**src/rtl/ppc_pkg.sv**
```systemverilog
// Package: shared helpers for the prefix popcount unit.
// Assumes lengths fit in 16 bits; callers truncate to their own width.
package ppc_pkg;

    // Clamp a requested length to the supported maximum.
    function automatic logic [15:0] clamp_len(input logic [15:0] req, input logic [15:0] max_len);
        return (req > max_len) ? max_len : req;
    endfunction

    // One element's operand bits as seen by the accumulator.
    typedef struct packed {
        logic src;
        logic act;
    } elem_bits_t;

endpackage

```
**src/rtl/ppc_sequencer.sv**
```systemverilog
// Module: ppc_sequencer
// Tracks the element index of a running operation. It accepts a start only
// when idle, clamps the length and produces a done pulse on the last element
// (or right away for a zero length).
// Assumes start_i is a synchronous level, sampled on each rising edge.
module ppc_sequencer #(
    parameter int MAX_VL = 64,
    parameter int IDX_W  = $clog2(MAX_VL),
    parameter int LEN_W  = $clog2(MAX_VL + 1)
) (
    input  logic             clk,
    input  logic             rst_n,
    input  logic             start_i,
    input  logic [LEN_W-1:0] len_i,
    output logic             accept_o,
    output logic             step_o,
    output logic             busy_o,
    output logic [IDX_W-1:0] idx_o,
    output logic [LEN_W-1:0] len_q_o,
    output logic             done_o
);
    import ppc_pkg::*;

    logic             busy_q;
    logic [IDX_W-1:0] idx_q;
    logic [LEN_W-1:0] len_q;
    logic             done_q;
    logic [LEN_W-1:0] len_eff;
    logic             last;

    // Clamp the requested length and decode the accept and last conditions.
    always_comb begin
        len_eff  = LEN_W'(clamp_len(16'(len_i), 16'(MAX_VL)));
        accept_o = start_i && !busy_q;
        last     = busy_q && (LEN_W'(idx_q) == (len_q - LEN_W'(1)));
    end

    // Index, busy flag and done pulse state.
    always_ff @(posedge clk) begin
        if (!rst_n) begin
            busy_q <= 1'b0;
            idx_q  <= '0;
            len_q  <= '0;
            done_q <= 1'b0;
        end else begin
            done_q <= 1'b0;
            if (accept_o) begin
                len_q  <= len_eff;
                idx_q  <= '0;
                busy_q <= (len_eff != '0);
                done_q <= (len_eff == '0);
            end else if (busy_q) begin
                if (last) begin
                    busy_q <= 1'b0;
                    done_q <= 1'b1;
                end else begin
                    idx_q <= idx_q + IDX_W'(1);
                end
            end
        end
    end

    assign step_o  = busy_q;
    assign busy_o  = busy_q;
    assign idx_o   = idx_q;
    assign len_q_o = len_q;
    assign done_o  = done_q;
endmodule

```
**src/rtl/ppc_operand_latch.sv**
```systemverilog
// Module: ppc_operand_latch
// Captures the source, predicate and prior values when a start is accepted,
// applying the all-ones modes, and presents the operands of the current element.
// Assumes idx_i is below MAX_VL.
module ppc_operand_latch #(
    parameter int MAX_VL = 64,
    parameter int IDX_W  = $clog2(MAX_VL),
    parameter int CNT_W  = $clog2(MAX_VL + 1)
) (
    input  logic                    clk,
    input  logic                    rst_n,
    input  logic                    accept_i,
    input  logic [MAX_VL-1:0]       src_i,
    input  logic                    src_ones_i,
    input  logic [MAX_VL-1:0]       pred_i,
    input  logic                    pred_ones_i,
    input  logic [MAX_VL*CNT_W-1:0] prior_i,
    input  logic [IDX_W-1:0]        idx_i,
    output ppc_pkg::elem_bits_t     bits_o,
    output logic [CNT_W-1:0]        prior_o
);
    logic [MAX_VL-1:0] src_q;
    logic [MAX_VL-1:0] pred_q;
    logic [CNT_W-1:0]  prior_q [MAX_VL];

    // Capture the bit vectors with the all-ones modes folded in.
    always_ff @(posedge clk) begin
        if (!rst_n) begin
            src_q  <= '0;
            pred_q <= '0;
        end else if (accept_i) begin
            src_q  <= src_ones_i  ? '1 : src_i;
            pred_q <= pred_ones_i ? '1 : pred_i;
        end
    end

    // One prior-value register per element.
    for (genvar g = 0; g < MAX_VL; g++) begin : g_prior
        always_ff @(posedge clk) begin
            if (!rst_n) prior_q[g] <= '0;
            else if (accept_i) prior_q[g] <= prior_i[g*CNT_W +: CNT_W];
        end
    end

    // Present the operands of the element being processed.
    always_comb begin
        bits_o.src = src_q[idx_i];
        bits_o.act = pred_q[idx_i];
        prior_o    = prior_q[idx_i];
    end
endmodule

```
**src/rtl/ppc_accumulator.sv**
```systemverilog
// Module: ppc_accumulator
// Holds the running count of active set bits and registers one destination
// write per step: the count before this element if active, else the prior value.
// Assumes accept_i and step_i are never high together.
module ppc_accumulator #(
    parameter int IDX_W = 6,
    parameter int CNT_W = 7
) (
    input  logic                clk,
    input  logic                rst_n,
    input  logic                accept_i,
    input  logic                step_i,
    input  logic [IDX_W-1:0]    idx_i,
    input  ppc_pkg::elem_bits_t bits_i,
    input  logic [CNT_W-1:0]    prior_i,
    output logic [CNT_W-1:0]    run_cnt_o,
    output logic                wr_en_o,
    output logic [IDX_W-1:0]    wr_idx_o,
    output logic [CNT_W-1:0]    wr_data_o
);
    logic [CNT_W-1:0] cnt_q;

    // Running count: cleared on accept, bumped by each active set bit.
    always_ff @(posedge clk) begin
        if (!rst_n) cnt_q <= '0;
        else if (accept_i) cnt_q <= '0;
        else if (step_i) cnt_q <= cnt_q + CNT_W'(bits_i.src & bits_i.act);
    end

    // Registered destination write for the current element.
    always_ff @(posedge clk) begin
        if (!rst_n) begin
            wr_en_o   <= 1'b0;
            wr_idx_o  <= '0;
            wr_data_o <= '0;
        end else begin
            wr_en_o <= step_i;
            if (step_i) begin
                wr_idx_o  <= idx_i;
                wr_data_o <= bits_i.act ? cnt_q : prior_i;
            end
        end
    end

    assign run_cnt_o = cnt_q;
endmodule

```
**src/rtl/prefix_popcount_unit.sv**
```systemverilog
// Module: prefix_popcount_unit
// Masked exclusive prefix popcount: one destination element per clock, each
// active element receiving the count of active set source bits below it.
// Assumes prior values and operands are valid in the cycle start_i is accepted.
module prefix_popcount_unit #(
    parameter int MAX_VL = 64,
    localparam int IDX_W = $clog2(MAX_VL),
    localparam int LEN_W = $clog2(MAX_VL + 1),
    localparam int CNT_W = LEN_W
) (
    input  logic                    clk,
    input  logic                    rst_n,
    input  logic                    start_i,
    input  logic [LEN_W-1:0]        len_i,
    input  logic [MAX_VL-1:0]       src_i,
    input  logic                    src_ones_i,
    input  logic [MAX_VL-1:0]       pred_i,
    input  logic                    pred_ones_i,
    input  logic [MAX_VL*CNT_W-1:0] prior_i,
    output logic                    wr_en_o,
    output logic [IDX_W-1:0]        wr_idx_o,
    output logic [CNT_W-1:0]        wr_data_o,
    output logic                    done_o
);
    logic                accept;
    logic                step;
    logic                busy;
    logic [IDX_W-1:0]    idx;
    logic [LEN_W-1:0]    len_q;
    ppc_pkg::elem_bits_t bits;
    logic [CNT_W-1:0]    prior_sel;
    logic [CNT_W-1:0]    run_cnt;

    // Element sequencing and done generation.
    ppc_sequencer #(.MAX_VL(MAX_VL), .IDX_W(IDX_W), .LEN_W(LEN_W)) u_seq (
        .clk(clk), .rst_n(rst_n), .start_i(start_i), .len_i(len_i),
        .accept_o(accept), .step_o(step), .busy_o(busy), .idx_o(idx),
        .len_q_o(len_q), .done_o(done_o)
    );

    // Operand capture and per-element selection.
    ppc_operand_latch #(.MAX_VL(MAX_VL), .IDX_W(IDX_W), .CNT_W(CNT_W)) u_ops (
        .clk(clk), .rst_n(rst_n), .accept_i(accept),
        .src_i(src_i), .src_ones_i(src_ones_i),
        .pred_i(pred_i), .pred_ones_i(pred_ones_i),
        .prior_i(prior_i), .idx_i(idx), .bits_o(bits), .prior_o(prior_sel)
    );

    // Running count and destination write register.
    ppc_accumulator #(.IDX_W(IDX_W), .CNT_W(CNT_W)) u_acc (
        .clk(clk), .rst_n(rst_n), .accept_i(accept), .step_i(step),
        .idx_i(idx), .bits_i(bits), .prior_i(prior_sel), .run_cnt_o(run_cnt),
        .wr_en_o(wr_en_o), .wr_idx_o(wr_idx_o), .wr_data_o(wr_data_o)
    );
endmodule

```
**config.mk**
```make
export PLATFORM = sky130hd
export DESIGN_NAME = prefix_popcount_unit
export DESIGN_NICKNAME = d
export VERILOG_FILES = /design/src/rtl/ppc_pkg.sv /design/src/rtl/ppc_sequencer.sv /design/src/rtl/ppc_operand_latch.sv /design/src/rtl/ppc_accumulator.sv /design/src/rtl/prefix_popcount_unit.sv
export SDC_FILE = /design/constraint.sdc
export NUM_CORES = 1
export LEC_CHECK = 0
export BUFFER_PORTS_ARGS = -buffer_cell sky130_fd_sc_hd__buf_4
export CAP_MARGIN = 10
export CORE_MARGIN = 2
export CORE_UTILIZATION = 29
export DETAILED_ROUTE_END_ITERATION = 8
export PLACE_DENSITY = 0.6
export SETUP_SLACK_MARGIN = 0.2
export SLEW_MARGIN = 20
export SYNTH_ARGS = -nofsm -noshare
export SYNTH_HDL_FRONTEND = slang
export SYNTH_SLANG_ARGS = --single-unit
```
**constraint.sdc**
```tcl
create_clock -name clk -period 45.5 [get_ports clk]
set_input_delay 4.55 -clock clk [delete_from_list [all_inputs] [get_ports clk]]
set_output_delay 4.55 -clock clk [all_outputs]
set_load 0.05 [all_outputs]
```
==> metrics.cfg <==
[synthesis]
synth_area_leaders = sky130_fd_sc_hd__edfxtp_1 (49%), sky130_fd_sc_hd__dfxtp_1 (12%), sky130_fd_sc_hd__mux4_2 (12%)
mappedNetlistNets = 2694
synth.top_cell.area_share_pct = 49.1
syn_inst = 2102
netlist_area_um2 = 27400
yosys.area.top_type = sky130_fd_sc_hd__edfxtp_1
post_synth_num_cell_types = 47
postSynthRegisterBits = 618
synth_top_flop_cell = sky130_fd_sc_hd__edfxtp_1
synth-warning-count = 0
syn_area_per_cell_um2 = 13.0
ys_async_sr_fraction_pct = 0
synth-seq-area-share_pct = 61.5
synth_enable_flop_cells = 448

[critical_path]
rr_startpoint = u_seq.busy_o
setup.worst_path.end_class = flip-flop
critPathLaunchType = input pin
critical_setup_path_class = in2reg
worstPathArrival_ns = 8.35
cp_data_required_time_ns = 45.73
worstSetupStartpoint = start_i
critPathMaxFanout = 110

[floorplanning]
die_w_um = 311
top_level_ports = 603
fp.dieArea_um2 = 97000
die_h_um = 311
start_util_pct = 29.3
fp-row-count = 112
core_area_um2 = 93500

[timing]
period_needed_ns = 8.12
hold_violations = 0
achievable-frequency_mhz = 123
slew-limit-headroom_pct = 27.1
finalSetupTns_ns = 0
final-max-slew-violation-count = 0
max_slew.worst_pin.slew_ns = 1.09
worst_clock_skew_ns = 0.0273
final_critical_path_setup_slack_ns = 37.38
finalSetupViolations = 0
rsz0062_at_grt = false
finalCritPeriodShare_pct = 17.8

[finish]
multiInputGateArea_um2 = 9690
layout.filler_cells = 9068
stdcell_count = 3923
final_common_cell = sky130_fd_sc_hd__buf_4
top_library_cells_by_usage_in_the_layout_fill_and_taps_aside = sky130_fd_sc_hd__buf_4 (623), sky130_fd_sc_hd__and3_1 (449), sky130_fd_sc_hd__edfxtp_1 (448)
finish.net_count = 3193
final_core_util_pct = 37.8
post_route_cells_drive_above_1_share_pct = 34.1
sequential_cell_area_um2 = 16900
area_growth_synth_to_finish_pct = 29.0

[place]
hpwl_detailed_mm = 62.6
dp_cells = 3781
numPortBuffers = 602
gp_congestion = 0.806
place_ws_ns = 36.50

[clock_tree]
cts_tree = yes
cts_hold_buf = 0
htree_num_levels = 3
cts_num_sinks = 618
clkSlewWorstSetupHoldPaths_ns = 0.06
ctsResizeCount = 0
cts_buffers = 72
cts_setup_buffers = 0
clk_root_buffer_cell = sky130_fd_sc_hd__clkbuf_16
insertion_delay_ns = 0.61
clk_path_buf_depth = 3

[power_and_ir_drop]
power_density_nw_per_um2 = 39.8
vdd_drop_max_v = 0.0000291
cellLeakagePower_nw = 15.5

[global_route]
first_global_vias = 19700
grt_util_all_layers_pct = 18.1
globalRoute.totalOverflow = 0
grt_pass1_wl_mm = 130
grt_antenna_before_repair = 25
grt_max_degree = 225

[route]
drt-total-wl_mm = 90.6
vias_per_cell = 4.95
route.detailed.drc = 0
number_of_antenna_violating_nets_in_the_routed_design = 0
drt_pass1_iterations = 6
routed_wire_length_per_instance_um = 23.1
via_count = 19400
drt_iter0_drc = 1699

[run_status]
run_status = finished clean

[hold_path]
timing.hold.worst.start = u_ops.src_q[24]
min-delay-path-class = reg2reg

[job]
maxCapViolations = 0

per-layer routing:
layer	track usage (%)	routed length [um]	part of all wire, %
met5	0	64	0.071
met4	6.97	2940	3.2
met3	4.71	6390	7.1
met2	29.3	43400	48
met1	23.2	37800	42
registers in the layout, indices dropped and copies added, names as in the netlist, 6 cells and up, named ones only:
name             flops
u_acc.run_cnt_o      7
u_acc.wr_data_o      7
u_acc.wr_idx_o       6
u_ops.pred_q        64
u_ops.prior_q      448
u_ops.src_q         64
u_seq.idx_o          6
u_seq.len_q_o        7
cells in the mapped netlist, types with 5 or more instances:
| cell | count |
|---|---|
| sky130_fd_sc_hd__a211oi_1 | 11 |
| sky130_fd_sc_hd__a21oi_1 | 17 |
| sky130_fd_sc_hd__a22o_1 | 7 |
| sky130_fd_sc_hd__a22oi_1 | 14 |
| sky130_fd_sc_hd__a31oi_1 | 8 |
| sky130_fd_sc_hd__and2_1 | 5 |
| sky130_fd_sc_hd__and3_1 | 449 |
| sky130_fd_sc_hd__buf_1 | 5 |
| sky130_fd_sc_hd__buf_2 | 13 |
| sky130_fd_sc_hd__buf_4 | 17 |
| sky130_fd_sc_hd__clkbuf_1 | 162 |
| sky130_fd_sc_hd__dfxtp_1 | 170 |
| sky130_fd_sc_hd__edfxtp_1 | 448 |
| sky130_fd_sc_hd__inv_1 | 7 |
| sky130_fd_sc_hd__mux2_2 | 7 |
| sky130_fd_sc_hd__mux2i_1 | 30 |
| sky130_fd_sc_hd__mux4_2 | 149 |
| sky130_fd_sc_hd__nand2_1 | 290 |
| sky130_fd_sc_hd__nand3_1 | 18 |
| sky130_fd_sc_hd__nand3b_1 | 6 |
| sky130_fd_sc_hd__nand4_1 | 10 |
| sky130_fd_sc_hd__nor2_1 | 35 |
| sky130_fd_sc_hd__nor2b_1 | 11 |
| sky130_fd_sc_hd__nor3_1 | 8 |
| sky130_fd_sc_hd__o21ai_0 | 141 |
| sky130_fd_sc_hd__o22ai_1 | 5 |
| sky130_fd_sc_hd__or3_1 | 6 |
| sky130_fd_sc_hd__xnor2_1 | 8 |
| sky130_fd_sc_hd__xor2_1 | 6 |
stage by stage:
step | instance area, um2 | power (W) | hold WS (ns)
detailed placement | 32900 | 0.000827 | 0.426
global route | 35400 | 0.00146 | 0.446
global placement | 32900 | 0.000824 | 0.420
floorplan | 27400 | 0.000764 | 0.410
CTS | 35300 | 0.00142 | 0.435
finish | 35400 | 0.00141 | 0.433
power breakdown:
part           leakage, nW  total, W  internal (W)  switching, W
Combinational         8.04  0.000146     0.0000720     0.0000737
Clock                 1.19  0.000596      0.000361      0.000236
Sequential            6.26  0.000667      0.000652     0.0000149
Total                 15.5   0.00141       0.00108      0.000325
area by class of cell:
| type | instances | area share (%) |
|---|---|---|
| Inverter | 10 | 0.127 |
| Antenna cell | 15 | 0.106 |
| Sequential cell | 618 | 47.7 |
| Clock inverter | 37 | 1.29 |
| Multi-Input combinational cell | 1273 | 27.4 |
| Tap cell | 1254 | 4.44 |
| Timing Repair Buffer | 626 | 13.4 |
| Clock buffer | 90 | 5.59 |
worst max-delay path, cell delays in order:
cell,delay [ns]
sky130_fd_sc_hd__buf_4,0.09
sky130_fd_sc_hd__nor2b_4,0.11
sky130_fd_sc_hd__buf_4,0.73
sky130_fd_sc_hd__nor2_4,0.39
sky130_fd_sc_hd__inv_8,0.63
sky130_fd_sc_hd__buf_4,0.88
sky130_fd_sc_hd__buf_6,0.69
final timing paths:
| kind | end | slack [ns] | depth (start not counted) |
|---|---|---|---|
| worst min-delay path | u_ops.src_q[24] | 0.43 | 2 |
| worst max register to register | u_ops.prior_q[31][6] | 41.07 | 6 |
| worst min register to register | u_ops.src_q[24] | 0.43 | 2 |
| worst max-delay path | u_ops.prior_q[31][6] | 37.38 | 7 |
cells by family (layout without fill, tap and decap cells):
kind of cell | after synthesis | count (layout) | share of synthesized area, %
AO/OA/AOI/OAI | 220 | 220 | 4.64
XOR/XNOR | 14 | 14 | 0.447
adder cells (fa/ha/maj) | 4 | 4 | 0.183
buffers and inverters | 211 | 763 | 3.29
flip-flops | 618 | 618 | 61.5
multiplexers | 186 | 186 | 13.6
other | 0 | 15 | 0
AND/OR/NAND/NOR | 849 | 849 | 16.3
No activity file was read; power rests on OpenSTA's default activity.
